$ cat src/rtl/wts_pkg.sv
package wts_pkg;

  typedef enum logic [2:0] {
    ST_IDLE,
    ST_REF,
    ST_LOW,
    ST_CHK,
    ST_FIN
  } seqState_t;

  typedef struct packed {
    logic captureRef;
    logic captureLow;
    logic clearCount;
    logic countRead;
  } ctlStrobes_t;

endpackage

$ cat src/rtl/wts_datapath.sv
module wts_datapath
  import wts_pkg::*;
#(
  parameter int HALF_W    = 32,
  parameter int MAX_TRIES = 10,
  localparam int RC_W     = $clog2(2 * MAX_TRIES + 2)
) (
  input  logic              clk,
  input  logic              rst,
  input  ctlStrobes_t       strb,
  input  logic [HALF_W-1:0] rdData,
  output logic [HALF_W-1:0] refUpper,
  output logic [HALF_W-1:0] lowVal,
  output logic [RC_W-1:0]   readCount,
  output logic              upperMatch
);

  // Reference high half: loaded from the first high read and from every
  // disagreeing high read after it.
  always_ff @(posedge clk) begin
    if (rst) begin
      refUpper <= '0;
    end else if (strb.captureRef) begin
      refUpper <= rdData;
    end
  end

  // Latest low half
  always_ff @(posedge clk) begin
    if (rst) begin
      lowVal <= '0;
    end else if (strb.captureLow) begin
      lowVal <= rdData;
    end
  end

  // Reads completed for the current or last snapshot
  always_ff @(posedge clk) begin
    if (rst) begin
      readCount <= '0;
    end else if (strb.clearCount) begin
      readCount <= '0;
    end else if (strb.countRead) begin
      readCount <= readCount + RC_W'(1);
    end
  end

  // Compare the returning data against the held reference
  assign upperMatch = (rdData == refUpper);

endmodule

$ cat src/rtl/wts_control.sv
module wts_control
  import wts_pkg::*;
#(
  parameter int MAX_TRIES = 10
) (
  input  logic        clk,
  input  logic        rst,
  input  logic        start,
  input  logic        rdAck,
  input  logic        upperMatch,
  output ctlStrobes_t strb,
  output logic        rdValid,
  output logic        rdUpper,
  output logic        busy,
  output logic        done,
  output logic        error
);

  localparam int IT_W = $clog2(MAX_TRIES + 1);

  seqState_t state;
  seqState_t nextState;
  logic [IT_W-1:0] iterCnt;
  logic errFlag;
  logic startAcc;
  logic chkAck;
  logic chkMiss;
  logic lastIter;

  assign startAcc = (state == ST_IDLE) && start;
  assign chkAck   = (state == ST_CHK) && rdAck;
  assign chkMiss  = chkAck && !upperMatch;
  assign lastIter = (iterCnt == IT_W'(MAX_TRIES - 1));

  always_comb begin
    nextState = state;
    unique case (state)
      ST_IDLE: if (start) nextState = ST_REF;
      ST_REF:  if (rdAck) nextState = ST_LOW;
      ST_LOW:  if (rdAck) nextState = ST_CHK;
      ST_CHK: begin
        if (rdAck) begin
          if (upperMatch || lastIter) nextState = ST_FIN;
          else                        nextState = ST_LOW;
        end
      end
      ST_FIN:  nextState = ST_IDLE;
      default: nextState = ST_IDLE;
    endcase
  end

  always_ff @(posedge clk) begin
    if (rst) begin
      state   <= ST_IDLE;
      iterCnt <= '0;
      errFlag <= 1'b0;
    end else begin
      state <= nextState;
      if (startAcc) begin
        iterCnt <= '0;
        errFlag <= 1'b0;
      end else if (chkMiss) begin
        iterCnt <= iterCnt + IT_W'(1);
        if (lastIter) errFlag <= 1'b1;
      end
    end
  end

  assign rdValid = (state == ST_REF) || (state == ST_LOW) || (state == ST_CHK);
  assign rdUpper = (state == ST_REF) || (state == ST_CHK);
  assign busy    = (state != ST_IDLE);
  assign done    = (state == ST_FIN);
  assign error   = errFlag;

  always_comb begin
    strb            = '0;
    strb.clearCount = startAcc;
    strb.countRead  = rdValid && rdAck;
    strb.captureLow = (state == ST_LOW) && rdAck;
    strb.captureRef = ((state == ST_REF) && rdAck) || chkMiss;
  end


  hold_req_chk: assert property (@(posedge clk) disable iff (rst)
    (rdValid && !rdAck) |=> (rdValid && $stable(rdUpper)));


  first_upper_chk: assert property (@(posedge clk) disable iff (rst)
    (!busy && start) |=> (rdValid && rdUpper));


  low_then_up_chk: assert property (@(posedge clk) disable iff (rst)
    (rdValid && rdAck && !rdUpper) |=> (rdValid && rdUpper));


  done_pulse_chk: assert property (@(posedge clk) disable iff (rst)
    done |=> !done);


  ignore_start_chk: assert property (@(posedge clk) disable iff (rst)
    (busy && !done && start) |=> busy);

endmodule

$ cat src/rtl/wide_time_sampler.sv
module wide_time_sampler
  import wts_pkg::*;
#(
  parameter int HALF_W    = 32,
  parameter int MAX_TRIES = 10,
  localparam int RC_W     = $clog2(2 * MAX_TRIES + 2)
) (
  input  logic                clk,
  input  logic                rst,
  input  logic                start,
  output logic                busy,
  output logic                done,
  output logic                error,
  output logic [2*HALF_W-1:0] snapshot,
  output logic [RC_W-1:0]     readCount,
  output logic                rdValid,
  output logic                rdUpper,
  input  logic                rdAck,
  input  logic [HALF_W-1:0]   rdData
);

  ctlStrobes_t strb;
  logic upperMatch;
  logic [HALF_W-1:0] refUpper;
  logic [HALF_W-1:0] lowVal;

  wts_control #(
    .MAX_TRIES(MAX_TRIES)
  ) u_control (
    .clk(clk),
    .rst(rst),
    .start(start),
    .rdAck(rdAck),
    .upperMatch(upperMatch),
    .strb(strb),
    .rdValid(rdValid),
    .rdUpper(rdUpper),
    .busy(busy),
    .done(done),
    .error(error)
  );

  wts_datapath #(
    .HALF_W(HALF_W),
    .MAX_TRIES(MAX_TRIES)
  ) u_datapath (
    .clk(clk),
    .rst(rst),
    .strb(strb),
    .rdData(rdData),
    .refUpper(refUpper),
    .lowVal(lowVal),
    .readCount(readCount),
    .upperMatch(upperMatch)
  );

  assign snapshot = {refUpper, lowVal};


  exhaust_count_chk: assert property (@(posedge clk) disable iff (rst)
    (done && error) |-> (readCount == RC_W'(2 * MAX_TRIES + 1)));


  success_count_chk: assert property (@(posedge clk) disable iff (rst)
    (done && !error) |-> (readCount[0] && readCount >= RC_W'(3)));

endmodule

$ cat config.mk
export PLATFORM = sky130hd
export DESIGN_NAME = wide_time_sampler
export DESIGN_NICKNAME = d
export VERILOG_FILES = /design/src/rtl/wts_pkg.sv /design/src/rtl/wts_datapath.sv /design/src/rtl/wts_control.sv /design/src/rtl/wide_time_sampler.sv
export SDC_FILE = /design/constraint.sdc
export NUM_CORES = 1
export LEC_CHECK = 0
export ABC_AREA = 1
export BUFFER_PORTS_ARGS = -buffer_cell sky130_fd_sc_hd__buf_2
export CORE_MARGIN = 2
export CORE_UTILIZATION = 51
export CTS_CLUSTER_DIAMETER = 120
export DETAILED_ROUTE_END_ITERATION = 8
export PLACE_DENSITY_LB_ADDON = 0.05
export SKIP_CTS_REPAIR_TIMING = 1
export SYNTH_ARGS = -nofsm -noshare
export SYNTH_HDL_FRONTEND = slang
export SYNTH_SLANG_ARGS = --single-unit
$ cat constraint.sdc
create_clock -name clk -period 1.9 [get_ports clk]
set_input_delay 0.095 -clock clk [delete_from_list [all_inputs] [get_ports clk]]
set_output_delay 0.095 -clock clk [all_outputs]
set_load 0.05 [all_outputs]
==> results list <==
- When the netlist entered floorplanning its net count stood at 524.
- Detailed-route DRC error count: 0
- Initial Utilization: 52.4%
* Number of flip-flops and latches in the synthesized netlist: 77
* Vias in the first global route: roughly 3.0k
- The later pin in the worst-skew pair is clocked with a latency of about 0.35 ns.
- Unrepaired setup endpoints after global routing: false
- Entering global routing, the biggest net connects 35 pins.
- Finished Layout Cells: 695
- TritonCTS built the clock tree.
* Max-slew violation count: 0
- Once placement finished, the instance area stood at 4220 um^2.
- Die outline area: ~7700 um^2
- The setup path with the least slack is of type reg2reg.
- Most frequent standard cell in the layout excluding fill and tap cells: nor2_1
- Number of distinct standard cells referenced by the synthesized netlist: 33
* Synth-to-layout area growth: 25.1%
* Number of core rows: 30
* Remaining global-route overflow: 0
* Setup skew after layout: approximately 0.0076 ns
- Summing all non-filler instances in the final layout gives an area of 4460 um^2.
- For the pin with the worst max-slew slack, the measured transition is roughly 0.82 ns.
- VDD sags by at most roughly 0.6 mV.
- Kind of capture point of the worst setup path: flip-flop
* Timing-limited maximum frequency: between 0.5 and 0.6 GHz
- Top Ports: 110
* GPL Wtd Cong: around 0.78
- Fin Setup TNS: 0 ns
- Worst Setup Start Kind: flip-flop
- Syn Inst Count: ~490
* Leading cell types in the layout, fill and taps excluded: nor2_1, buf_2, nand2_1
* Max_slew headroom: 45.1%
* GR Util met3: roughly 4.3%
* Kind of cell adding the most delay to the critical path: simple AND/OR/NAND/NOR gates
* First-pass GRT wire length: 13900 um
* Final nets: 634
- On the final layout, the worst hold slack is -0.0142 ns.
- The synthesized netlist occupies a cell area of 3560 um^2.
- The run finished, with violations left.
- The detailed router placed 3380 vias in this run.
- Maximum fanout along the worst path: 19
* Most used routing layer: met2
- After filler insertion, the fill cell instance count of the layout stands at 625.
- Dividing total power by cell area gives a power density of 1020 nW/um^2.
- Half-perimeter wire length after placement: 6150 um
- Global-route met1 utilization: 30.6%
- Clock-pin slew was measured on the worst setup and hold paths at 0.08 ns.
- Hold WC Path Type: in2reg
- Critical Path, Cell by Cell: xnor2_1 -> nand2_1 -> nor2_1 -> nand2_2 -> nor2_4 -> nand2_4 -> nand2_4 -> buf_12 -> nand3b_1 -> nand2_1 -> nor2_1
- Number of detailed-route iterations in the first pass: 4
- Data on the critical path is required at its endpoint by 2.15 ns.
* Count of buffers inserted at the top-level ports: 109
- Total inserted antenna cells: 0
- Counting tap cells, the placed design contains a total of 679 instances.
- Maximum root-to-sink buffer count: 2
- Averaged over all synthesized cells, the footprint is 7.35 um^2.
- Die W: 87.6 um
- Initial antenna violation count: 0
- Root buffer selected by CTS: clkbuf_8
- The final hold violation count is 4.
- Global routing consumed, on the met2 layer, 36.6% of the routing resources.
- Wire length per cell after detailed routing: about 12 um
- Critical-path cell with the highest stage delay: dfxtp_1
- Data arrives at the worst endpoint at around 1.9 ns.
* Warning count from the yosys run: 0
- Using the TritonRoute via totals, the vias-per-cell ratio works out to 4.86.
- Clock tree synthesis inserted a total of 9 buffers.
- Buf+Inv Stages, Crit Path: 1
- Total of endpoints with negative setup slack in the final report: 0
* Post-synthesis sequential area ratio: 43.3%
- Maximum level of the CTS H-tree: 3
- The routed design could run at a clock period as short as roughly 1.7 ns.
- The checks that failed: hold timing.
- The detailed router finished its first iteration with about 130 violations.
- Of the cells placed in the final design, the portion with a size suffix greater than 1 is a little over a quarter.
* Gr usage total: 23.0%
- Post-route core utilization: 65.6%
- # clock sinks: 77
- Summed over all cells, the static leakage comes to roughly 2.3 nW.
- Post-route fraction of the period consumed by the critical path: 87.9%
- Summed over all layers, the routed wires come to 8680 um.
- Across the run, the number of max-cap violations was 0.
- Measured along the y axis, the die boundary spans 87.6 um.
* Area of the core: 6790 um^2
* Number of nets with antenna violations after routing: 0
- For this run, the slowest stage of the critical path takes 0.37 ns.
[cell usage after synthesis]
cell,n,area [um^2]
nand2_2,3,18.8
o21a_1,1,7.51
nor2_1,118,443
nand4_1,1,6.26
nand3_1,14,70.1
nor2_4,2,22.5
buf_6,3,33.8
nand2_4,2,22.5
clkbuf_1,13,48.8
nor3_1,2,10.0
and3_1,1,6.26
inv_1,29,109
nor3_2,1,10.0
nand3b_1,24,180
a21oi_1,16,80.1
a21boi_4,1,18.8
buf_2,3,15.0
dfxtp_1,77,1540
xor2_1,3,26.3
buf_4,1,7.51
inv_2,3,11.3
buf_1,1,3.75
clkbuf_8,1,13.8
a21oi_2,1,8.76
nor2_2,7,43.8
xnor2_1,24,210
ha_1,3,37.5
nor3_4,1,16.3
nand2_1,90,338
o21ai_0,35,175
o21ai_1,1,5.00
a211oi_1,1,7.51
nor3b_1,2,15.0
[worst register-to-register path, stage by stage, from the launching register on]
cell      delay [ns]
dfxtp_1         0.37
xnor2_1         0.13
nand2_1         0.06
nor2_1          0.16
nand2_2         0.11
nor2_4          0.11
nand2_4         0.09
nand2_4         0.16
buf_12          0.18
nand3b_1        0.09
nand2_1         0.08
nor2_1          0.04
[layout make-up]
cell class / instances / area, um^2 / share of cell area [%]
flip-flops and latches: 77 / 1540 / 34.6
multi-input cells: 354 / 1790 / 40.1
clock buffers: 12 / 155 / 3.48
repair buffers: 121 / 663 / 14.9
inverters: 32 / 120 / 2.70
clock inverters: 3 / 68.8 / 1.54
well taps: 96 / 120 / 2.70
[worst paths after layout]
| path | from | to | slack, ns | depth (start not counted) |
|---|---|---|---|---|
| worst max-delay path | u_datapath.refUpper[16]$_SDFFE_PP0P_ | u_datapath.refUpper[25]$_SDFFE_PP0P_ | 0.23 | 11 |
| worst min-delay path | rdData[10] | u_datapath.refUpper[10]$_SDFFE_PP0P_ | -0.01 | 3 |
| worst max register to register | u_datapath.refUpper[16]$_SDFFE_PP0P_ | u_datapath.refUpper[25]$_SDFFE_PP0P_ | 0.23 | 11 |
| worst min register to register | u_control.error$_SDFFE_PP0P_ | u_control.error$_SDFFE_PP0P_ | 0.48 | 1 |
[report_power, final]
part           switching, mW  total, mW  internal, mW
registers             0.0991       1.85          1.75
logic                  0.940       1.32         0.384
clock network          0.579       1.39         0.808
[sequential cells by signal, indices dropped and copies added, names as in the netlist]
name,flops
u_datapath.lowVal,32
u_datapath.refUpper,32
u_datapath.readCount,5
u_control.iterCnt,4
u_control.state,3
u_control.error,1
[metrics by stage]
stage	setup slack [ns]	power (mW)
floorplan	0.0872	2.87
global placement	0.268	3.19
detailed placement	0.262	3.21
CTS	0.225	4.61
global route	0.0423	4.78
finish	0.230	4.56
[layer usage]
metal / part of all wire, % / vias up
li1: - / 1739
met3: 5.0 / 15
met2: 46 / 97
met1: 48 / 1529
met5: 0 / -
met4: 1.5 / 0
[kinds of logic (layout without fill, tap and decap cells)]
| logic type | after synthesis | in the layout | synth area share (%) |
|---|---|---|---|
| flops | 77 | 77 | 43.3 |
| xor+xnor | 27 | 27 | 6.64 |
| fa+ha+maj | 3 | 3 | 1.05 |
| simple gates | 268 | 268 | 33.7 |
| buf+inv | 54 | 168 | 6.81 |
| compound gates | 56 | 56 | 8.50 |
Note: power is estimated with default switching activity, not from simulation.
